==> src/rtl/gpio_alert_pkg.sv <==
package gpio_alert_pkg;
    localparam int NREG     = 8;
    localparam int ADDR_W   = 5;
    localparam int MAP_SIZE = 1 << ADDR_W;

    // Order of per-port registers; port p, register k lives at A_REG_BASE + 2k + p
    typedef enum logic [2:0] {
        RG_DOUT, RG_DIR, RG_OD, RG_RISE, RG_FALL, RG_LVL, RG_STAT, RG_MASK
    } reg_sel_e;

    localparam logic [ADDR_W-1:0] A_DIN      = 5'h00;
    localparam logic [ADDR_W-1:0] A_REG_BASE = 5'h02;
    localparam logic [ADDR_W-1:0] A_MUX      = 5'h12;
    localparam logic [ADDR_W-1:0] A_TOPFLAG  = 5'h13;
    localparam logic [ADDR_W-1:0] A_TOPMASK  = 5'h14;

    typedef enum logic {ALR_IDLE, ALR_PEND} alr_state_e;
endpackage

==> src/rtl/gpio_sync2.sv <==
module gpio_sync2 #(
    parameter int W = 8
) (
    input  logic         clk,
    input  logic         rst_n,
    input  logic [W-1:0] d,
    output logic [W-1:0] q
);
    logic [W-1:0] meta_q;

    always_ff @(posedge clk or negedge rst_n) begin
        if (!rst_n) begin
            meta_q <= '0;
            q      <= '0;
        end else begin
            meta_q <= d;
            q      <= meta_q;
        end
    end
endmodule

==> src/rtl/gpio_port.sv <==
module gpio_port import gpio_alert_pkg::*; #(
    parameter logic [7:0] VMASK = 8'hFF
) (
    input  logic                  clk,
    input  logic                  rst_n,
    input  logic [NREG-1:0]       wr_en,
    input  logic [NREG-1:0][7:0]  wr_dat,
    input  logic [7:0]            pad_in,
    output logic [NREG-1:0][7:0]  regs,
    output logic [7:0]            din,
    output logic [7:0]            drv_out,
    output logic [7:0]            drv_oe
);
    logic [NREG-1:0][7:0] regs_q;
    logic [7:0] sync_q, prev_q, hit;
    logic [7:0] dout, dir, od, rise, fall, lvl, clr;

    gpio_sync2 #(.W(8)) u_sync (
        .clk  (clk),
        .rst_n(rst_n),
        .d    (pad_in),
        .q    (sync_q)
    );

    assign dout = regs_q[RG_DOUT];
    assign dir  = regs_q[RG_DIR];
    assign od   = regs_q[RG_OD];
    assign rise = regs_q[RG_RISE];
    assign fall = regs_q[RG_FALL];
    assign lvl  = regs_q[RG_LVL];
    assign clr  = wr_en[RG_STAT] ? wr_dat[RG_STAT] : 8'h00;

    // Edge and level detection; level mode only when both edge enables are 0
    always_comb begin
        hit = VMASK & ((rise & sync_q & ~prev_q)
                     | (fall & ~sync_q & prev_q)
                     | (~rise & ~fall & ~(sync_q ^ lvl)));
    end

    always_ff @(posedge clk or negedge rst_n) begin
        if (!rst_n) begin
            prev_q <= '0;
            regs_q <= '0;
        end else begin
            prev_q <= sync_q;
            for (int k = 0; k < NREG; k++) begin
                if (k == int'(RG_STAT))
                    regs_q[k] <= (regs_q[k] & ~clr) | hit;
                else if (wr_en[k])
                    regs_q[k] <= wr_dat[k] & VMASK;
            end
        end
    end

    assign regs    = regs_q;
    assign din     = sync_q & VMASK;
    assign drv_out = dout & ~od & VMASK;
    assign drv_oe  = dir & (~od | ~dout) & VMASK;
endmodule

==> src/rtl/gpio_alert_flag.sv <==
module gpio_alert_flag import gpio_alert_pkg::*; (
    input  logic clk,
    input  logic rst_n,
    input  logic summary,
    input  logic clr,
    output logic flag
);
    alr_state_e state_q, state_d;

    always_ff @(posedge clk or negedge rst_n) begin
        if (!rst_n) state_q <= ALR_IDLE;
        else        state_q <= state_d;
    end

    always_comb begin
        state_d = state_q;
        unique case (state_q)
            ALR_IDLE: if (summary)         state_d = ALR_PEND;
            ALR_PEND: if (clr && !summary) state_d = ALR_IDLE;
            default:                       state_d = ALR_IDLE;
        endcase
    end

    always_comb flag = (state_q == ALR_PEND);
endmodule

==> src/rtl/gpio_alert_top.sv <==
module gpio_alert_top import gpio_alert_pkg::*; #(
    parameter bit         REDUCED   = 1'b0,
    parameter logic [7:0] RED_MASK  = 8'h3F,
    parameter int         NOMUX_PIN = 3
) (
    input  logic              clk,
    input  logic              rst_n,
    input  logic              bus_req,
    input  logic              bus_we,
    input  logic              bus_wide,
    input  logic [ADDR_W-1:0] bus_addr,
    input  logic [15:0]       bus_wdata,
    output logic [15:0]       bus_rdata,
    input  logic [15:0]       pad_in,
    output logic [15:0]       pad_out,
    output logic [15:0]       pad_oe,
    output logic [7:0]        alt_sel,
    output logic              alert
);
    localparam int         NPORT   = 2;
    localparam logic [7:0] VM0     = REDUCED ? RED_MASK : 8'hFF;
    localparam logic [7:0] VM1     = REDUCED ? 8'h00 : 8'hFF;
    localparam logic [7:0] MUXABLE = REDUCED ? RED_MASK : ~(8'h01 << NOMUX_PIN);
    localparam logic [NPORT-1:0][7:0] VMS = {VM1, VM0};

    logic [ADDR_W-1:0] addr_hi;
    logic              wr;
    logic [NPORT-1:0][NREG-1:0]      we_arr;
    logic [NPORT-1:0][NREG-1:0][7:0] wd_arr;
    logic [NPORT-1:0][NREG-1:0][7:0] regs_arr;
    logic [NPORT-1:0][7:0] din_arr, out_arr, oe_arr;
    logic [7:0]  mux_q;
    logic        topmask_q, flag, flag_clr, summary, stat_wr_any;
    logic [15:0] od_all, stat_all, mask_all, vm_all;
    logic [MAP_SIZE-1:0][7:0] rd_map;

    function automatic logic hit_at(input logic [ADDR_W-1:0] a, input logic [ADDR_W-1:0] lo,
                                    input logic [ADDR_W-1:0] hi, input logic wide);
        return (lo == a) || (wide && (hi == a));
    endfunction

    function automatic logic [7:0] lane(input logic [ADDR_W-1:0] a, input logic [ADDR_W-1:0] lo,
                                        input logic [15:0] d);
        return (lo == a) ? d[7:0] : d[15:8];
    endfunction

    assign addr_hi = bus_addr + 5'd1;
    assign wr      = bus_req && bus_we;

    for (genvar p = 0; p < NPORT; p++) begin : g_port
        for (genvar k = 0; k < NREG; k++) begin : g_reg
            localparam logic [ADDR_W-1:0] RA = 5'(int'(A_REG_BASE) + 2 * k + p);
            assign we_arr[p][k] = wr && hit_at(RA, bus_addr, addr_hi, bus_wide);
            assign wd_arr[p][k] = lane(RA, bus_addr, bus_wdata);
        end
        gpio_port #(.VMASK(VMS[p])) u_port (
            .clk    (clk),
            .rst_n  (rst_n),
            .wr_en  (we_arr[p]),
            .wr_dat (wd_arr[p]),
            .pad_in (pad_in[8*p +: 8]),
            .regs   (regs_arr[p]),
            .din    (din_arr[p]),
            .drv_out(out_arr[p]),
            .drv_oe (oe_arr[p])
        );
    end

    always_ff @(posedge clk or negedge rst_n) begin
        if (!rst_n) begin
            mux_q     <= '0;
            topmask_q <= 1'b0;
        end else begin
            if (wr && hit_at(A_MUX, bus_addr, addr_hi, bus_wide))
                mux_q <= lane(A_MUX, bus_addr, bus_wdata) & MUXABLE;
            if (wr && hit_at(A_TOPMASK, bus_addr, addr_hi, bus_wide))
                topmask_q <= lane(A_TOPMASK, bus_addr, bus_wdata)[0];
        end
    end

    assign flag_clr = wr && hit_at(A_TOPFLAG, bus_addr, addr_hi, bus_wide)
                      && lane(A_TOPFLAG, bus_addr, bus_wdata)[0];

    assign stat_all    = {regs_arr[1][RG_STAT], regs_arr[0][RG_STAT]};
    assign mask_all    = {regs_arr[1][RG_MASK], regs_arr[0][RG_MASK]};
    assign od_all      = {regs_arr[1][RG_OD],   regs_arr[0][RG_OD]};
    assign vm_all      = {VM1, VM0};
    assign summary     = |(stat_all & mask_all);
    assign stat_wr_any = we_arr[0][RG_STAT] || we_arr[1][RG_STAT];

    gpio_alert_flag u_flag (
        .clk    (clk),
        .rst_n  (rst_n),
        .summary(summary),
        .clr    (flag_clr),
        .flag   (flag)
    );

    assign alert   = flag && topmask_q;
    assign alt_sel = MUXABLE & ~mux_q;
    assign pad_out = {out_arr[1], out_arr[0] & ~alt_sel};
    assign pad_oe  = {oe_arr[1],  oe_arr[0]  & ~alt_sel};

    always_comb begin
        rd_map = '0;
        for (int p = 0; p < NPORT; p++) begin
            rd_map[int'(A_DIN) + p] = din_arr[p];
            for (int k = 0; k < NREG; k++)
                rd_map[int'(A_REG_BASE) + 2 * k + p] = regs_arr[p][k];
        end
        rd_map[A_MUX]     = mux_q;
        rd_map[A_TOPFLAG] = {7'b0, flag};
        rd_map[A_TOPMASK] = {7'b0, topmask_q};
    end

    assign bus_rdata = {bus_wide ? rd_map[addr_hi] : 8'h00, rd_map[bus_addr]};
endmodule

==> config.mk <==
export PLATFORM = sky130hd
export DESIGN_NAME = gpio_alert_top
export DESIGN_NICKNAME = d
export VERILOG_FILES = /design/src/rtl/gpio_alert_pkg.sv /design/src/rtl/gpio_sync2.sv /design/src/rtl/gpio_port.sv /design/src/rtl/gpio_alert_flag.sv /design/src/rtl/gpio_alert_top.sv
export SDC_FILE = /design/constraint.sdc
export NUM_CORES = 1
export LEC_CHECK = 0
export ABC_CLOCK_PERIOD_IN_PS = 3250
export BUFFER_PORTS_ARGS = -buffer_cell sky130_fd_sc_hd__buf_2
export CAP_MARGIN = 20
export CORE_MARGIN = 4
export CORE_UTILIZATION = 55
export CTS_BUF_LIST = sky130_fd_sc_hd__clkbuf_2
export DETAILED_ROUTE_END_ITERATION = 8
export GPL_TIMING_DRIVEN = 0
export PLACE_DENSITY_LB_ADDON = 0.05
export SLEW_MARGIN = 15
export SYNTH_ARGS = -nofsm -noshare
export SYNTH_HDL_FRONTEND = slang
export SYNTH_SLANG_ARGS = --single-unit
==> constraint.sdc <==
create_clock -name clk -period 3.25 [get_ports clk]
set_input_delay 0.1625 -clock clk [delete_from_list [all_inputs] [get_ports clk]]
set_output_delay 0.1625 -clock clk [all_outputs]
set_load 0.05 [all_outputs]
# ---- Word-level counts from Yosys, hierarchy flattened
# Index checks and enable logic that the tools add are counted.
dict set report op_classes {
  muxes 29
  reduce_logical 63
  n_addsub 1
  bitwise_logic 50
  eq_ne 38
  order_cmp 2
}
# cell count
set op_table {}
lappend op_table {{8-bit 2-to-1 mux} 22}
lappend op_table {{8-bit AND} 20}
lappend op_table {{8-bit inverter} 18}
lappend op_table {{8-bit binary-select mux with 5-bit select} 2}
lappend op_table {{5-bit by 4-bit equality test with 1-bit output, second input constant} 16}
lappend op_table {{8-bit OR} 8}
lappend op_table {{5-bit equality test, second input constant} 10}
lappend op_table {{1-bit logical AND} 42}
lappend op_table {{5-bit by 3-bit equality test with 1-bit output, second input constant} 8}
lappend op_table {{5-bit by 2-bit equality test with 1-bit output, second input constant} 4}
lappend op_table {{1-bit logical OR} 19}
lappend op_table {{16-bit AND} 1}
lappend op_table {{16-bit OR reduction} 1}
lappend op_table {{8-bit bitwise XOR} 2}
lappend op_table {{5-bit by 6-bit < comparator with 1-bit output, second input constant} 2}
lappend op_table {{5-bit by 1-bit adder with 5-bit output, second input constant} 1}
lappend op_table {{1-bit 2-to-1 mux} 4}
lappend op_table {{1-bit case mux with 2 select lines} 1}
lappend op_table {{1-bit logical NOT} 1}
lappend op_table {{1-bit inverter} 1}
dict set report totals {
  elab_cells 208
  input_bits 42
  output_inout_bits 57
  register_bits 185
}

# ---- Longest topological paths before layout
dict set report logic_depth {
  word_depth 9
  ltp_mapped 13
  depth_no_buf 8
}

# ---- Hierarchy
# From an unflattened synthesis, not the netlist that was laid out.
dict set report unflattened {
  cells_unflattened 991
  hier_area_um2 12070.3
}
# module instances seq_area_each_um2 cells_each area_each_um2
set modules_own_cells {}
lappend modules_own_cells {gpio_port 2 1801.7 208 2902.8}
lappend modules_own_cells {gpio_alert_top 1 200.2 540 5427.7}
lappend modules_own_cells {gpio_sync2 2 400.4 16 400.4}
lappend modules_own_cells {gpio_alert_flag 1 25.0 3 36.3}

# ---- Worst setup path after synthesis
# No wires, ideal clock.
dict set report synth_path {
  path_type {input-to-output}
  startpoint {input bus_addr[0]}
  endpoint {output bus_rdata[10]}
  stages 11
  arrival_ns 3.190
  t_required_ns 3.087
  n_path_buf 6
  slack_ns -0.102
  path_cell_list {buf_4 buf_6 buf_6 buf_4 inv_1 ha_1 buf_2 buf_2 mux4_2 mux2i_1 o21ai_0}
}
dict set report synth_via {
  elab_chain_cells 4
}
# element line_no
set synth_lines {}
lappend synth_lines {{start, declared} gpio_alert_top.sv:11} ;# input logic [ADDR_W-1:0] bus_addr,
lappend synth_lines {{5-bit by 1-bit adder with 5-bit output} gpio_alert_top.sv:47} ;# assign addr_hi = bus_addr + 5'd1;
lappend synth_lines {{8-bit binary-select mux with 5-bit select} gpio_alert_top.sv:116} ;# assign bus_rdata = {bus_wide ? rd_map[addr_hi] : 8'h00, rd_map[bus_addr]};
lappend synth_lines {{8-bit 2-to-1 mux (implied by the code)} gpio_alert_top.sv:116}
lappend synth_lines {{8-bit 2-to-1 mux} gpio_alert_top.sv:116}
lappend synth_lines {{end, declared} gpio_alert_top.sv:13} ;# output logic [15:0] bus_rdata,
# Every way passes these cells. The select of a mux whose other input is x is not followed.

# ---- Worst setup path in the final report
dict set report layout_path {
  startpoint {input bus_addr[0]}
  endpoint {register g_port[1].u_port.regs_q (netlist bit g_port[1].u_port.lvl[6])}
}
dict set report layout_via {
  elab_chain_cells 5
  elab_cells_between_ends 7
  cone_classes {add/sub: 1; eq/ne: 2; mux: 1; reduce/logical: 3}
}
# element line_no
set layout_lines {}
lappend layout_lines {{5-bit by 1-bit adder with 5-bit output} gpio_alert_top.sv:47}
lappend layout_lines {{5-bit by 4-bit equality test with 1-bit output} gpio_alert_top.sv:39} ;# return (lo == a) || (wide && (hi == a));
lappend layout_lines {{1-bit logical AND} gpio_alert_top.sv:39}
lappend layout_lines {{1-bit logical OR} gpio_alert_top.sv:39}
lappend layout_lines {{1-bit logical AND} gpio_alert_top.sv:53} ;# assign we_arr[p][k] = wr && hit_at(RA, bus_addr, addr_hi, bus_wide);
lappend layout_lines {{end signal, assigned by index} gpio_port.sv:48} ;# regs_q[k] <= (regs_q[k] & ~clr) | hit;
lappend layout_lines {{end signal, assigned by index} gpio_port.sv:50} ;# regs_q[k] <= wr_dat[k] & VMASK;
lappend layout_lines {{end, declared} gpio_port.sv:14} ;# logic [NREG-1:0][7:0] regs_q;
# Several ways; a longest one is shown, not always the timed one.
# A chain may end at the register's enable or synchronous reset.

==> summary.txt <==
Detailed routing
  • Final ANT Viol Nets: 0
  • Via count: 11290
  • Drt total wl: 51.99 mm
  • DRC: 0
  • DR iter-0 viols: 1891
  • Vias per cell: 7.400
  • 1st-pass router iterations: 6
  • Routed len/inst: 34.09 microns

GRT
  • First-pass GRT wire length: 75.34 mm
  • Global route overflow: 0
  • Largest net degree at the start of global routing: 87
  • Gr usage total: 44.02%
  • Initial antenna violation count: 4
  • Vias in the first global route: 11000

STA
  • Final min period: 3.317 ns
  • Hold_ws: 0.05543 ns
  • RSZ-0062 raised after global routing: false
  • Finish-stage setup viols: 2
  • Slew headroom: 14.38%
  • Final Max Tran Viols: 0
  • Fmax: 301.5 MHz
  • Worst slew pin tran: 1.284 ns
  • Setup ws final: -0.06678 ns
  • Fin. Hold Viols: 0
  • Fin crit share: 102.1%
  • Post-route clock skew: 0.09070 ns

Clock network
  • Cts bufs inserted: 17
  • CTS tree: yes
  • Clk slew on worst S/H paths: 0.38 ns
  • Clk sinks: 185
  • H-tree depth: 4
  • Root Driver: clkbuf_2
  • Worst-case clock buffer depth: 2
  • Clock latency on the worst-skew pair: 0.85 ns

Placement
  • Area post-placement: 12640 sq um
  • Post-DP HPWL: 33.85 mm
  • IO Port Bufs: 94
  • GPL Wtd Cong: 1.025

Finish
  • Multi-input gate area: 6666 sq um
  • Area growth syn-to-layout: 17.16%
  • Layout fillers: 1704
  • Final instance area: 13670 sq um
  • Area occupied by registers: 4629 sq um
  • Fraction of layout cells with a size suffix above 1: 30.90%
  • Fin nets: 1284

Critical path
  • Crit start category: primary input
  • Crit path max fanout: 10
  • CP endpoint kind: flop
  • Critical path class: in -> reg
  • Worst path most repeated cell: buf_12
  • Crit path arrival time: 4.06 ns
  • Critical path's slowest cell: nand3b_1
  • CP Cell Sequence: buf_2 -> buf_6 -> buf_12 -> buf_12 -> buf_8 -> inv_1 -> ha_4 -> clkbuf_1 -> nand3_1 -> nand3b_1 -> o221a_2 -> dlygate4sd3_1
  • Critical Path RT: 3.99 ns
  • CP max stage delay: 0.90 ns

Die
  • Core area: 20960 sq um
  • I/O pins: 99
  • Chip height: 153.6 microns
  • Row Count: 53
  • Die width: 153.6 microns
  • Initial Utilization: 55.67%
  • Full die area: 23600 sq um

Job
  • Max_cap viols: 0

Synthesis
  • Compound-cell area share of the yosys netlist: 20.47%
  • Sequential share of the synthesized area: 39.69%
  • Cell taking the most area after synthesis: dfrtp_1
  • Synthesized instance count: 1049
  • Post-synthesis simple-gate area fraction: 13.51%
  • Top post-synthesis cells by area: dfrtp_1 40%, mux4_2 13%, mux2i_1 4.6%
  • Syn Area/Cell: 11.12 sq um
  • Number of synthesized flops with an enable pin: 0
  • Adder-Cell Fraction of Synth Area: 0.6436%
  • Syn Nets: 1097
  • Share of the synthesized area in the top cell type: 39.69%
  • #FFs+latches synth: 185
  • Largest family of logic cells by synthesized area: multiplexers
  • Yosys Warn Count: 0
  • Asr flop ratio synth: 100.0%
  • Unique masters post-synth: 67
  • Post-synthesis xor/xnor area fraction: 0.2145%
  • Prevailing post-synth register cell: dfrtp_1
  • Mux cell area share after synthesis: 21.82%
  • Synthesized cell area: 11660 sq um

Power and ir drop
  • Power Total: 0.007663 W
  • Pwr dens: 560.7 nW/um^2
  • Peak VDD IR: 0.3623 mV
  • Leak Pwr: 5.455 nW

Status
  • Status: finished with violations
  • Failing checks: negative setup slack

Worst hold path
  • Hold WC Path Type: in -> reg
[cell type report]
type                    instances  area share [%]
plain buffers                  75           3.396
well taps                     275           2.518
clock buffers                  17          0.6225
clock inverters                15           1.126
inverters                      10          0.2746
flip-flops and latches        185           33.87
repair buffers                170           9.393
diodes                          1         0.01831
multi-input cells             777           48.78
[cell families (layout without fill, tap and decap cells)]
family | after synthesis | in the layout
AO/OA/AOI/OAI | 306 | 306
flip-flops | 185 | 185
adder cells (fa/ha/maj) | 6 | 6
XOR/XNOR | 2 | 2
other | 1 | 2
buffers and inverters | 87 | 287
multiplexers | 165 | 165
AND/OR/NAND/NOR | 297 | 297
[worst max-delay path: cells and delay by family]
kind            cells  cell delay, ns
compound gates      1            0.54
fa+ha+maj           1            0.17
buf+inv             8            1.96
simple gates        2            1.20
[final timing paths]
path	from	endpoint	slack [ns]	depth (start not counted)
worst max-delay path	bus_addr[0]	g_port[1].u_port.lvl[6]	-0.07	12
worst min-delay path	bus_addr[1]	topmask_q	0.06	6
worst max register to register	g_port[0].u_port.regs[62]	u_flag.flag	1.60	4
worst min register to register	g_port[0].u_port.u_sync.meta_q[0]	g_port[0].u_port.u_sync.q[0]	0.33	0
max in group asynchronous	rst_n	g_port[1].u_port.lvl[5]	2.26	5
min in group asynchronous	rst_n	g_port[0].u_port.prev_q[1]	0.33	4
[through the flow]
step | instances | util, % | setup slack, ns | TNS [ns]
after floorplan | 1049 | - | 0.2751 | 0
after global placement | 1418 | 59.55 | -1.935 | -319.73
after detailed placement | 1427 | 60.34 | -0.9643 | -73.13
after CTS | 1524 | 65.09 | 0.03228 | 0
after global routing | 1525 | 65.22 | 0.006677 | 0
final | 1525 | 65.22 | -0.06678 | -0.1204
[state kept, by name (all words and copies together) (netlist names)]
| name | flops |
|---|---|
| g_port.u_port.regs | 32 |
| g_port.u_port.prev_q | 16 |
| g_port.u_port.lvl | 16 |
| g_port.u_port.u_sync.q | 16 |
| g_port.u_port.od | 16 |
| g_port.u_port.u_sync.meta_q | 16 |
| g_port.u_port.rise | 16 |
| u_flag.flag | 1 |
| g_port.u_port.dout | 16 |
| mux_q | 7 |
| g_port.u_port.dir | 16 |
| topmask_q | 1 |
| g_port.u_port.fall | 16 |
[repair_timing]
action                                 CTS  global route
endpoints found under the hold margin  315             0
hold buffers                            66             0
setup endpoints to repair                8             7
resized for setup                       25             4
setup buffers                            1             0
[per-layer routing]
layer / GRT usage [%] / vias to the layer above / wire, microns
li1: - / 4477 / -
met1: 58.53 / 5486 / 18610
met2: 61.02 / 1069 / 21020
met3: 18.27 / 247 / 8468
met4: 24.73 / 6 / 3860
met5: 0 / - / 30
[power by group]
group	switching [W]	internal [W]	leakage [nW]
logic	0.00165	0.00132	3.15
registers	0.000705	0.00273	2.16
clock network	0.000998	0.000253	0.139
total	0.00336	0.00431	5.45
[cells in the final DEF (no fill, tap or decap), drive strengths merged, types with 5 or more instances in the layout]
| cell type | netlist | routed |
|---|---|---|
| dfrtp | 185 | 185 |
| buf | 39 | 143 |
| nor2 | 68 | 68 |
| mux4 | 67 | 67 |
| dlygate4sd3 | 0 | 65 |
| nand2 | 61 | 61 |
| a21oi | 59 | 59 |
| o22ai | 55 | 55 |
| mux2i | 54 | 54 |
| clkbuf | 38 | 54 |
| a2bb2oi | 48 | 48 |
| o221a | 47 | 47 |
| mux2 | 44 | 44 |
| nor2b | 32 | 32 |
| or2 | 26 | 26 |
| nand3 | 22 | 22 |
| nor3 | 21 | 21 |
| nand2b | 19 | 19 |
| inv | 10 | 18 |
| a211oi | 17 | 17 |
| nor3b | 12 | 12 |
| o21ai | 12 | 12 |
| a21boi | 9 | 9 |
| a31o | 9 | 9 |
| or3 | 8 | 8 |
| or2b | 8 | 8 |
| a2111oi | 8 | 8 |
| o31ai | 7 | 7 |
| and2 | 6 | 6 |
| o22a | 6 | 6 |
| ha | 6 | 6 |
| a21o | 5 | 5 |
| clkinv | 0 | 5 |
[cell usage after synthesis, drive strengths merged, types with 3 or more instances]
cell and instances:
nand4 4, mux4 67, nand2 61, a21oi 59, mux2 44, a21boi 9
ha 6, o221a 47, and3 3, or2 26, a21o 5, o31ai 7
nor3b 12, inv 10, mux2i 54, a22oi 4, nor2 68, dfrtp 185
a2bb2oi 48, or3 8, nand3b 3, clkbuf 38, nor3 21, a211oi 17
nand3 22, o21ai 12, and2 6, or2b 8, a2111oi 8, o22a 6
a31oi 3, a31o 9, nand2b 19, buf 39, nor2b 32, o22ai 55
(Power assumes the default switching activity.)
